File: src/rtl/l2c_ctrl_pkg.sv
`timescale 1ns/1ps
package l2c_ctrl_pkg;
  typedef enum logic [3:0] {
    IDX_STATUS = 4'd2,
    IDX_CMD    = 4'd4,
    IDX_PAGE   = 4'd5,
    IDX_MAXRD  = 4'd6,
    IDX_ENABLE = 4'd7,
    IDX_SRC0   = 4'd8,
    IDX_VAL0   = 4'd9,
    IDX_SRC1   = 4'd10,
    IDX_VAL1   = 4'd11
  } reg_idx_e;

  localparam logic [31:0] CMD_FLUSH_ALL = 32'h1;
  localparam int unsigned NUM_CNT       = 2;
  localparam logic [7:0]  MAXRD_RST     = 8'h1C;
endpackage

File: src/rtl/l2c_ctrl_cmd.sv
`timescale 1ns/1ps
module l2c_ctrl_cmd
  import l2c_ctrl_pkg::*;
#(
  parameter int unsigned PAGE_W = 20
) (
  input  logic              clk_i,
  input  logic              rst_ni,
  input  logic              cmd_we_i,
  input  logic              page_we_i,
  input  logic [31:0]       wdata_i,
  input  logic              done_i,
  output logic              busy_o,
  output logic              flush_all_o,
  output logic              flush_page_o,
  output logic [PAGE_W-1:0] page_o
);
  logic              busy_q, all_q, pg_q;
  logic [PAGE_W-1:0] page_q;
  logic              take_all, take_pg;

  // requests are only taken while idle; busy requests vanish
  assign take_all = cmd_we_i && (wdata_i == CMD_FLUSH_ALL) && !busy_q;
  assign take_pg  = page_we_i && !busy_q;

  always_ff @(posedge clk_i or negedge rst_ni) begin
    if (!rst_ni) begin
      busy_q <= 1'b0;
      all_q  <= 1'b0;
      pg_q   <= 1'b0;
      page_q <= '0;
    end else begin
      if (busy_q) busy_q <= !done_i;
      else        busy_q <= take_all || take_pg;
      all_q <= take_all;
      pg_q  <= take_pg;
      if (take_pg) page_q <= wdata_i[PAGE_W-1:0];
    end
  end

  assign busy_o       = busy_q;
  assign flush_all_o  = all_q;
  assign flush_page_o = pg_q;
  assign page_o       = page_q;

  AST_PULSE_MEANS_BUSY: assert property (@(posedge clk_i) disable iff (!rst_ni)
    (flush_all_o || flush_page_o) |-> busy_q);
  AST_ALL_ONE_CYCLE: assert property (@(posedge clk_i) disable iff (!rst_ni)
    flush_all_o |=> !flush_all_o);
  AST_PAGE_ONE_CYCLE: assert property (@(posedge clk_i) disable iff (!rst_ni)
    flush_page_o |=> !flush_page_o);
  AST_PAGE_HELD: assert property (@(posedge clk_i) disable iff (!rst_ni)
    (busy_q && $past(busy_q)) |-> $stable(page_q));
  AST_NO_ISSUE_BUSY: assert property (@(posedge clk_i) disable iff (!rst_ni)
    busy_q |=> !(flush_all_o || flush_page_o));
  AST_BUSY_CLEARS: assert property (@(posedge clk_i) disable iff (!rst_ni)
    (busy_q && done_i) |=> !busy_q);
endmodule

File: src/rtl/l2c_ctrl_evcnt.sv
`timescale 1ns/1ps
module l2c_ctrl_evcnt #(
  parameter int unsigned EV_N  = 16,
  parameter int unsigned CNT_W = 32
) (
  input  logic            clk_i,
  input  logic            rst_ni,
  input  logic            src_we_i,
  input  logic            val_we_i,
  input  logic [31:0]     wdata_i,
  input  logic [EV_N-1:0] event_i,
  output logic [31:0]     src_o,
  output logic [31:0]     cnt_o
);
  localparam int unsigned SEL_W = (EV_N > 1) ? $clog2(EV_N) : 1;

  logic [31:0]      src_q;
  logic [CNT_W-1:0] cnt_q;
  logic             clr, in_range, hit, at_max;

  assign clr      = src_we_i || (val_we_i && (wdata_i == 32'd0));
  assign in_range = (src_q < 32'(EV_N));
  assign hit      = in_range && event_i[src_q[SEL_W-1:0]];
  assign at_max   = &cnt_q;

  always_ff @(posedge clk_i or negedge rst_ni) begin
    if (!rst_ni) begin
      src_q <= '0;
      cnt_q <= '0;
    end else begin
      if (src_we_i) src_q <= wdata_i;
      if (clr)                 cnt_q <= '0;
      else if (hit && !at_max) cnt_q <= cnt_q + 1'b1;
    end
  end

  assign src_o = src_q;
  assign cnt_o = 32'(cnt_q);

  AST_CNT_SAT: assert property (@(posedge clk_i) disable iff (!rst_ni)
    (at_max && !clr) |=> (&cnt_q));
  AST_CNT_MONO: assert property (@(posedge clk_i) disable iff (!rst_ni)
    !clr |=> (cnt_q >= $past(cnt_q)));
  AST_CNT_CLEAR: assert property (@(posedge clk_i) disable iff (!rst_ni)
    clr |=> (cnt_q == '0));
endmodule

File: src/rtl/l2c_ctrl.sv
`timescale 1ns/1ps
module l2c_ctrl
  import l2c_ctrl_pkg::*;
#(
  parameter int unsigned ADDR_W = 6,
  parameter int unsigned PAGE_W = 20,
  parameter int unsigned MAXR_W = 8,
  parameter int unsigned EV_N   = 16,
  parameter int unsigned CNT_W  = 32
) (
  input  logic              clk_i,
  input  logic              rst_ni,
  input  logic [ADDR_W-1:0] bus_addr_i,
  input  logic              bus_we_i,
  input  logic [31:0]       bus_wdata_i,
  output logic [31:0]       bus_rdata_o,
  output logic              access_en_o,
  output logic              read_alloc_en_o,
  output logic [MAXR_W-1:0] max_reads_o,
  output logic              flush_all_o,
  output logic              flush_page_o,
  output logic [PAGE_W-1:0] flush_page_num_o,
  input  logic              flush_done_i,
  input  logic              data_busy_i,
  input  logic [EV_N-1:0]   event_i
);
  localparam int unsigned IDX_W = ADDR_W - 2;

  logic [IDX_W-1:0]  idx;
  logic              wr_cmd, wr_page, wr_maxrd, wr_en;
  logic [1:0]        en_q;
  logic [MAXR_W-1:0] maxrd_q;
  logic              busy;
  logic [NUM_CNT-1:0] wr_src, wr_val;
  logic [31:0]       src_rd [NUM_CNT];
  logic [31:0]       cnt_rd [NUM_CNT];

  assign idx      = bus_addr_i[ADDR_W-1:2];
  assign wr_cmd   = bus_we_i && (idx == IDX_W'(IDX_CMD));
  assign wr_page  = bus_we_i && (idx == IDX_W'(IDX_PAGE));
  assign wr_maxrd = bus_we_i && (idx == IDX_W'(IDX_MAXRD));
  assign wr_en    = bus_we_i && (idx == IDX_W'(IDX_ENABLE));

  always_ff @(posedge clk_i or negedge rst_ni) begin
    if (!rst_ni) begin
      en_q    <= 2'b00;
      maxrd_q <= MAXR_W'(MAXRD_RST);
    end else begin
      if (wr_en)    en_q    <= bus_wdata_i[1:0];
      if (wr_maxrd) maxrd_q <= bus_wdata_i[MAXR_W-1:0];
    end
  end

  assign access_en_o     = en_q[0];
  assign read_alloc_en_o = en_q[1];
  assign max_reads_o     = maxrd_q;

  l2c_ctrl_cmd #(.PAGE_W(PAGE_W)) u_cmd (
    .clk_i        (clk_i),
    .rst_ni       (rst_ni),
    .cmd_we_i     (wr_cmd),
    .page_we_i    (wr_page),
    .wdata_i      (bus_wdata_i),
    .done_i       (flush_done_i),
    .busy_o       (busy),
    .flush_all_o  (flush_all_o),
    .flush_page_o (flush_page_o),
    .page_o       (flush_page_num_o)
  );

  for (genvar k = 0; k < NUM_CNT; k++) begin : g_cnt
    assign wr_src[k] = bus_we_i && (idx == IDX_W'(32'(IDX_SRC0) + 2 * k));
    assign wr_val[k] = bus_we_i && (idx == IDX_W'(32'(IDX_VAL0) + 2 * k));
    l2c_ctrl_evcnt #(.EV_N(EV_N), .CNT_W(CNT_W)) u_evcnt (
      .clk_i    (clk_i),
      .rst_ni   (rst_ni),
      .src_we_i (wr_src[k]),
      .val_we_i (wr_val[k]),
      .wdata_i  (bus_wdata_i),
      .event_i  (event_i),
      .src_o    (src_rd[k]),
      .cnt_o    (cnt_rd[k])
    );
  end

  always_comb begin
    bus_rdata_o = '0;
    if (idx == IDX_W'(IDX_STATUS)) bus_rdata_o = {30'd0, data_busy_i, busy};
    if (idx == IDX_W'(IDX_PAGE))   bus_rdata_o = 32'(flush_page_num_o);
    if (idx == IDX_W'(IDX_MAXRD))  bus_rdata_o = 32'(maxrd_q);
    if (idx == IDX_W'(IDX_ENABLE)) bus_rdata_o = {30'd0, en_q};
    for (int k = 0; k < NUM_CNT; k++) begin
      if (idx == IDX_W'(32'(IDX_SRC0) + 2 * k)) bus_rdata_o = src_rd[k];
      if (idx == IDX_W'(32'(IDX_VAL0) + 2 * k)) bus_rdata_o = cnt_rd[k];
    end
  end

  AST_ENABLE_HOLD: assert property (@(posedge clk_i) disable iff (!rst_ni)
    !wr_en |=> $stable({access_en_o, read_alloc_en_o}));
  AST_MAXRD_HOLD: assert property (@(posedge clk_i) disable iff (!rst_ni)
    !wr_maxrd |=> $stable(max_reads_o));
  AST_ONE_PULSE: assert property (@(posedge clk_i) disable iff (!rst_ni)
    $countones({flush_all_o, flush_page_o}) <= 1);
endmodule

File: config.mk
export PLATFORM = sky130hd
export DESIGN_NAME = l2c_ctrl
export DESIGN_NICKNAME = d
export VERILOG_FILES = /design/src/rtl/l2c_ctrl_pkg.sv /design/src/rtl/l2c_ctrl_cmd.sv /design/src/rtl/l2c_ctrl_evcnt.sv /design/src/rtl/l2c_ctrl.sv
export SDC_FILE = /design/constraint.sdc
export NUM_CORES = 1
export LEC_CHECK = 0
export BUFFER_PORTS_ARGS = -buffer_cell sky130_fd_sc_hd__buf_4
export CAP_MARGIN = 20
export CORE_MARGIN = 8
export CORE_UTILIZATION = 35
export CTS_CLUSTER_DIAMETER = 100
export DETAILED_ROUTE_END_ITERATION = 8
export GPL_TIMING_DRIVEN = 0
export HOLD_SLACK_MARGIN = 0.05
export PLACE_DENSITY = 0.63
export SLEW_MARGIN = 30
export SYNTH_ARGS = -nofsm -noshare
export SYNTH_HDL_FRONTEND = slang
export SYNTH_SLANG_ARGS = --single-unit
File: constraint.sdc
create_clock -name clk_i -period 2.47 [get_ports clk_i]
set_input_delay 0.494 -clock clk_i [delete_from_list [all_inputs] [get_ports clk_i]]
set_output_delay 0.494 -clock clk_i [all_outputs]
set_load 0.01 [all_outputs]
==> results of run 1 <==
layout by cell type, fill, tap and decap left out, types with 4 or more instances in the layout:
cell type  count
or3_1         16
or4_1          6
mux2_2       107
inv_6          9
clkbuf_2       5
nor4_1        20
a21oi_1       25
xor2_1        34
o21a_1         6
buf_2          4
a22oi_1       13
a21o_1         7
inv_1          9
nand4_1       44
mux4_2        20
clkbuf_1      17
o21ai_0        9
o211ai_1       6
nand2_1       52
nand3_2        4
o221ai_1      15
nor4_2         9
mux2i_1        9
xnor2_1        4
nor2_1        69
buf_4        134
nor3_1         9
nand3_1       26
and2_1        16
and4_1         6
nand2b_1       5
dfrtp_1      155
buf_6          7
clkbuf_16     17
and3_1        19
o21ai_1        7
kinds of logic (layout without fill, tap and decap cells):
family | count (synthesis) | in the layout | share of synthesized area (%)
xor gates and xnor gates | 38 | 38 | 3.72
AOI/OAI and AO/OA | 106 | 106 | 8.09
adders and majority gates | 2 | 2 | 0.280
and+or+nand+nor | 324 | 324 | 19.6
DFF | 161 | 161 | 45.1
muxes | 140 | 140 | 20.0
buffers and inverters | 65 | 221 | 3.22
worst max-delay path, delay by kind of cell (launching register included):
| family | cells | cell delay [ns] |
|---|---|---|
| AOI/OAI and AO/OA | 4 | 0.60 |
| buffers and inverters | 1 | 0.13 |
| and+or+nand+nor | 2 | 0.32 |
| DFF | 1 | 0.43 |
how the worst max path moves through the flow:
stage                  start  slack, ns         endpoint
6_report        u_cmd.busy_o       0.05   bus_rdata_o[0]
5_1_grt         u_cmd.busy_o      -0.01   bus_rdata_o[0]
4_1_cts        bus_addr_i[4]      0.003  bus_rdata_o[16]
3_5_place_dp   bus_addr_i[3]      -1.04  bus_rdata_o[10]
3_3_place_gp   bus_addr_i[3]      -1.04  bus_rdata_o[10]
2_1_floorplan  bus_addr_i[3]       0.14  bus_rdata_o[10]
sequential cells by signal, summed over array words and instances, names as in the netlist:
name	count
u_cmd.flush_all_o	1
u_cmd.flush_page_o	1
max_reads_o	8
u_cmd.busy_o	1
g_cnt.u_evcnt.src_o	64
en_q	2
g_cnt.u_evcnt.cnt_o	64
u_cmd.page_o	20
timing repair:
item | 4_1_cts | 5_1_grt
hold buffers | 1 | 0
setup endpoints to repair | 101 | 96
pin swaps | 4 | 8
resized for setup | 58 | 40
setup buffers | 2 | 7
endpoints found under the hold margin | 33 | 0
cloned | 0 | 0
per-layer routing:
metal,vias to the layer above,part of all wire (%)
li1,3436,-
met1,3939,45
met2,280,47
met3,39,6.2
met4,0,2.2
met5,-,0
area by class of cell:
class                           instances  area, um2  share of cell area, %
Buffer                                 49        324                   2.89
Clock inverter                         15        136                   1.22
Multi-Input combinational cell        610       4810                   42.9
Tap cell                              330        413                   3.68
Timing Repair Buffer                  131       1040                   9.24
Inverter                                9       33.8                  0.301
Sequential cell                       161       4040                   36.0
Clock buffer                           17        425                   3.79
where the power goes:
part	switching [mW]	internal, mW	total [mW]
Sequential	0.436	3.04	3.47
Combinational	0.760	0.901	1.66
Clock	1.26	1.34	2.60
==> flow_summary.yaml, run 1 <==
grt:
  grt_usage_pct: 19.1
  grtUsageMet3_pct: 4.19
  grt_overflow: 0
  grt_antenna_before_repair: 0
  busiest_layer: "met2"
  met1_usage_pct: 25.5
  grt_start_max_net_pins: 71
  grt_pass1_wl_um: 45800
  grt.met2_usage_pct: 29.9
  first_global_vias: 7859
hold_path:
  hold_path_depth: 2
  min_to: "g_cnt[0].u_evcnt.src_o[25]"
  hold_start: "bus_wdata_i[25]"
  hold_path_class: "in -> reg"
run_status:
  status: "complete, no violations"
logic_synthesis:
  synth_area_leader_cell: "dfrtp_1"
  ys_top_cells_by_area: "dfrtp_1, mux2_2, mux4_2, xor2_1, nand4_1"
  netlist_area_mm2: 0.00894
  synth_common_cells: "dfrtp_1, mux2_2, nor2_1, nand2_1, nand4_1"
  synth_seq_area_share_pct: 45.1
  synth_most_common_cell: "dfrtp_1"
  async_flop_share_pct: 100
  synth.distinct_cells: 54
  syn-num-nets: 897
  synth.avg_cell_area_um2: 10.7
  synth_top_area_share_pct: 44.2
  syn_inst: 836
  ys_warn_count: 0
  synth_flop_cell: "dfrtp_1"
  synth_edf_count: 0
  ys_ff_latch: 161
timing:
  maxSlewViolCount: 0
  setup_ws_ns: 0.0480
  setup_viol: 0
  worstMarginPinSlew_ns: 0.829
  fmax_mhz: 413
  hold_viol: 0
  grt_setup_unrepaired: "yes"
  skew_ns: 0.0150
  final.period_utilization_pct: 98.1
  whs_ns: 0.304
  layout_min_cycle_time_ns: 2.42
  final.setup.tns_ns: 0
  relSlewSlack_pct: 44.7
critical_path:
  critPathKind: "reg -> out"
  worstSetupEndpointType: "output port"
  crit_chain: "nor2b_4 -> a32oi_1 -> o21ai_1 -> nor3_1 -> a31oi_1 -> o221a_2 -> buf_6"
  regToRegEndpoint: "g_cnt[1].u_evcnt.cnt_o[17]"
  cp.required_ns: 1.98
  r2r_start: "g_cnt[1].u_evcnt.cnt_o[20]"
  cp_max_fo: 4
  cpPeakStageDelay_ns: 0.43
  crit_slowest_cell: "dfrtp_1"
  worst-r2r-setup-slack_ns: 0.11
  setup.worst_path.start_class: "register"
  critPathArrivalTime_ns: 1.93
  rr_worst_depth: 8
cts:
  numCtsBuffers: 17
  cts.sinks: 161
  cts_buffer_depth: 2
  ctsHtreeMaxLevel: 4
  root_buffer: "clkbuf_16"
  clock_latency_ns: 0.45
  cts_tree: "built"
  clk_pin_slew_ns: 0.07
die:
  start_util_pct: 35.6
  pin_count: 123
  die_h_um: 176
  die_w_um: 176
  die_area_mm2: 0.0309
  core-area_mm2: 0.0251
  num_rows: 58
final_layout:
  diodes: 0
  fin_cells: 1322
  fill_cells: 2428
  area_growth_pct: 25.5
  final_area_mm2: 0.0112
  drive_gt1_share_pct: 37.2
  fin_util_pct: 44.7
  layout.nets: 1040
placement:
  post-place-cells: 1287
  post_dp_cell_area_mm2: 0.0103
  port_buffers: 119
  hpwl_um: 22000
  dp_slack_ns: -1.04
  gp_congestion: 0.873
routing:
  detailedRoute.firstIterationViolations: 667
  drc: 0
  drtAntennaViolNets: 0
  viasPerCell: 5.82
  vias: 7694
  firstDrtPassIters: 5
  routed_wl_um: 29400
  wl_per_cell_um: 22.2
power_and_ir_drop:
  ir_drop_uv: 408
  power_density_mw_per_mm2: 689
  leakage_nw: 4.86
  p_total_mw: 7.73
flow_run:
  cap_viol_max_count: 0
No activity file was read; power rests on OpenSTA's default activity.
==> run 2, diff against run 1 <==
CORE_UTILIZATION = 50   (was 35)
PLACE_DENSITY = 0.82   (was 0.63)
SETUP_SLACK_MARGIN = 0.05   (was default)
==> flow_summary.yaml, run 2 (same netlist as run 1, synthesis figures left out) <==
grt:
  grt_pass1_wl_um: 43700
  grt_start_max_net_pins: 83
  grt_antenna_before_repair: 0
  busiest_layer: "met2"
  grt_usage_pct: 25.3
  grt.met2_usage_pct: 40.9
  first_global_vias: 7760
  grtUsageMet3_pct: 5.29
  grt_overflow: 0
  met1_usage_pct: 31.8
cts:
  root_buffer: "clkbuf_16"
  clk_pin_slew_ns: 0.06
  cts_buffer_depth: 2
  clock_latency_ns: 0.43
  cts_tree: "built"
  cts.sinks: 161
  holdBufCountCts: 0
  ctsHtreeMaxLevel: 4
  numCtsBuffers: 17
final_layout:
  layout_commonest_cell: "dfrtp_1"
  fin_cells: 1226
  layout_common_cells: "dfrtp_1, buf_4, mux2_2"
  layout.nets: 1046
  area_growth_pct: 25.1
  fill_cells: 1314
  diodes: 0
  drive_gt1_share_pct: 38.6
routing:
  viasPerCell: 6.43
  drc: 0
  firstDrtPassIters: 8
  detailedRoute.firstIterationViolations: 1214
  drtAntennaViolNets: 0
  routed_wl_um: 28800
  vias: 7887
  wl_per_cell_um: 23.5
critical_path:
  r2r_start: "g_cnt[0].u_evcnt.src_o[22]"
  critPathKind: "in -> out"
  cp-startpoint: "bus_addr_i[2]"
  critPathArrivalTime_ns: 1.95
  cp_max_fo: 10
  worst-r2r-setup-slack_ns: 0.09
  worstSetupEndpointType: "output port"
  cp.required_ns: 1.98
  rr_worst_depth: 7
  regToRegEndpoint: "g_cnt[0].u_evcnt.cnt_o[23]"
  crit_end: "bus_rdata_o[0]"
  setup.worst_path.start_class: "primary input"
flow_run:
  cap_viol_max_count: 0
die:
  start_util_pct: 50.3
  die_h_um: 150
  die_area_mm2: 0.0224
  pin_count: 123
  core-area_mm2: 0.0178
  die_w_um: 150
  num_rows: 49
power_and_ir_drop:
  leakage_nw: 4.89
  p_total_mw: 7.70
  ir_drop_uv: 528
  power_density_mw_per_mm2: 688
placement:
  post-place-cells: 1185
  hpwl_um: 20600
  port_buffers: 119
  gp_congestion: 0.934
  dp_slack_ns: -0.860
timing:
  grt_setup_unrepaired: "yes"
  setup_ws_ns: 0.0290
  setup_viol: 0
  skew_ns: 0.00732
  hold_viol: 0
  maxSlewViolCount: 0
  final.setup.tns_ns: 0
  relSlewSlack_pct: 44.2
  worstMarginPinSlew_ns: 0.837
  fmax_mhz: 410
  layout_min_cycle_time_ns: 2.44
  final.period_utilization_pct: 98.8
run_status:
  status: "complete, no violations"
hold_path:
  hold_path_class: "in -> async"
[run 2: area by class of cell]
class,instances,area [um2],share of cell area (%)
Sequential cell,161,4040,36.2
Clock buffer,19,453,4.05
Clock inverter,12,92.6,0.828
Buffer,51,373,3.34
Tap cell,229,287,2.56
Timing Repair Buffer,135,1040,9.35
Multi-Input combinational cell,610,4850,43.4
Inverter,9,33.8,0.302
[run 2: critical path, stage by stage]
cell,delay (ns)
buf_4,0.14
buf_6,0.15
nor2b_2,0.18
a32oi_1,0.22
o21ai_2,0.10
nor3_1,0.18
a31oi_1,0.06
o221a_2,0.27
buf_4,0.15
[run 2: per-stage QoR]
stage	utilization (%)	instance area (um2)	hold slack [ns]
global placement	56.9	10100	0.510
floorplan	-	8940	0.198
detailed placement	57.1	10200	0.521
finish	62.9	11200	0.0513
CTS	61.2	10900	0.0712
global route	62.9	11200	0.0980
[run 2: how the worst min path moves through the flow]
stage,slack (ns),to,start
after global routing,0.1,u_cmd.page_o[9],rst_ni
final,0.05,u_cmd.page_o[9],rst_ni
after detailed placement,0.52,u_cmd.busy_o,u_cmd.busy_o
after CTS,0.07,u_cmd.page_o[8],rst_ni
after floorplan,0.20,en_q[0],rst_ni
after global placement,0.51,g_cnt[0].u_evcnt.src_o[16],g_cnt[0].u_evcnt.src_o[16]
[run 2: power by group]
group	switching, mW	total (mW)	internal [mW]	leakage, nW
Sequential	0.449	3.49	3.04	2.07
Combinational	0.805	1.74	0.932	2.56
Clock	1.05	2.47	1.41	0.270
[run 2: repair_timing]
item                                    CTS  global route
buffers inserted                          4            10
cloned                                    0             1
pin swaps                                 5             8
hold endpoints to repair                  0             0
resized for setup                        56            64
endpoints found under the setup margin  116            94
[run 2: layer usage]
metal	vias up	wire length [um]	part of all wire, %
met4	0	1180	4.1
li1	3428	-	-
met5	-	0	0
met1	3924	10600	37
met3	94	2860	9.9
met2	441	14200	49
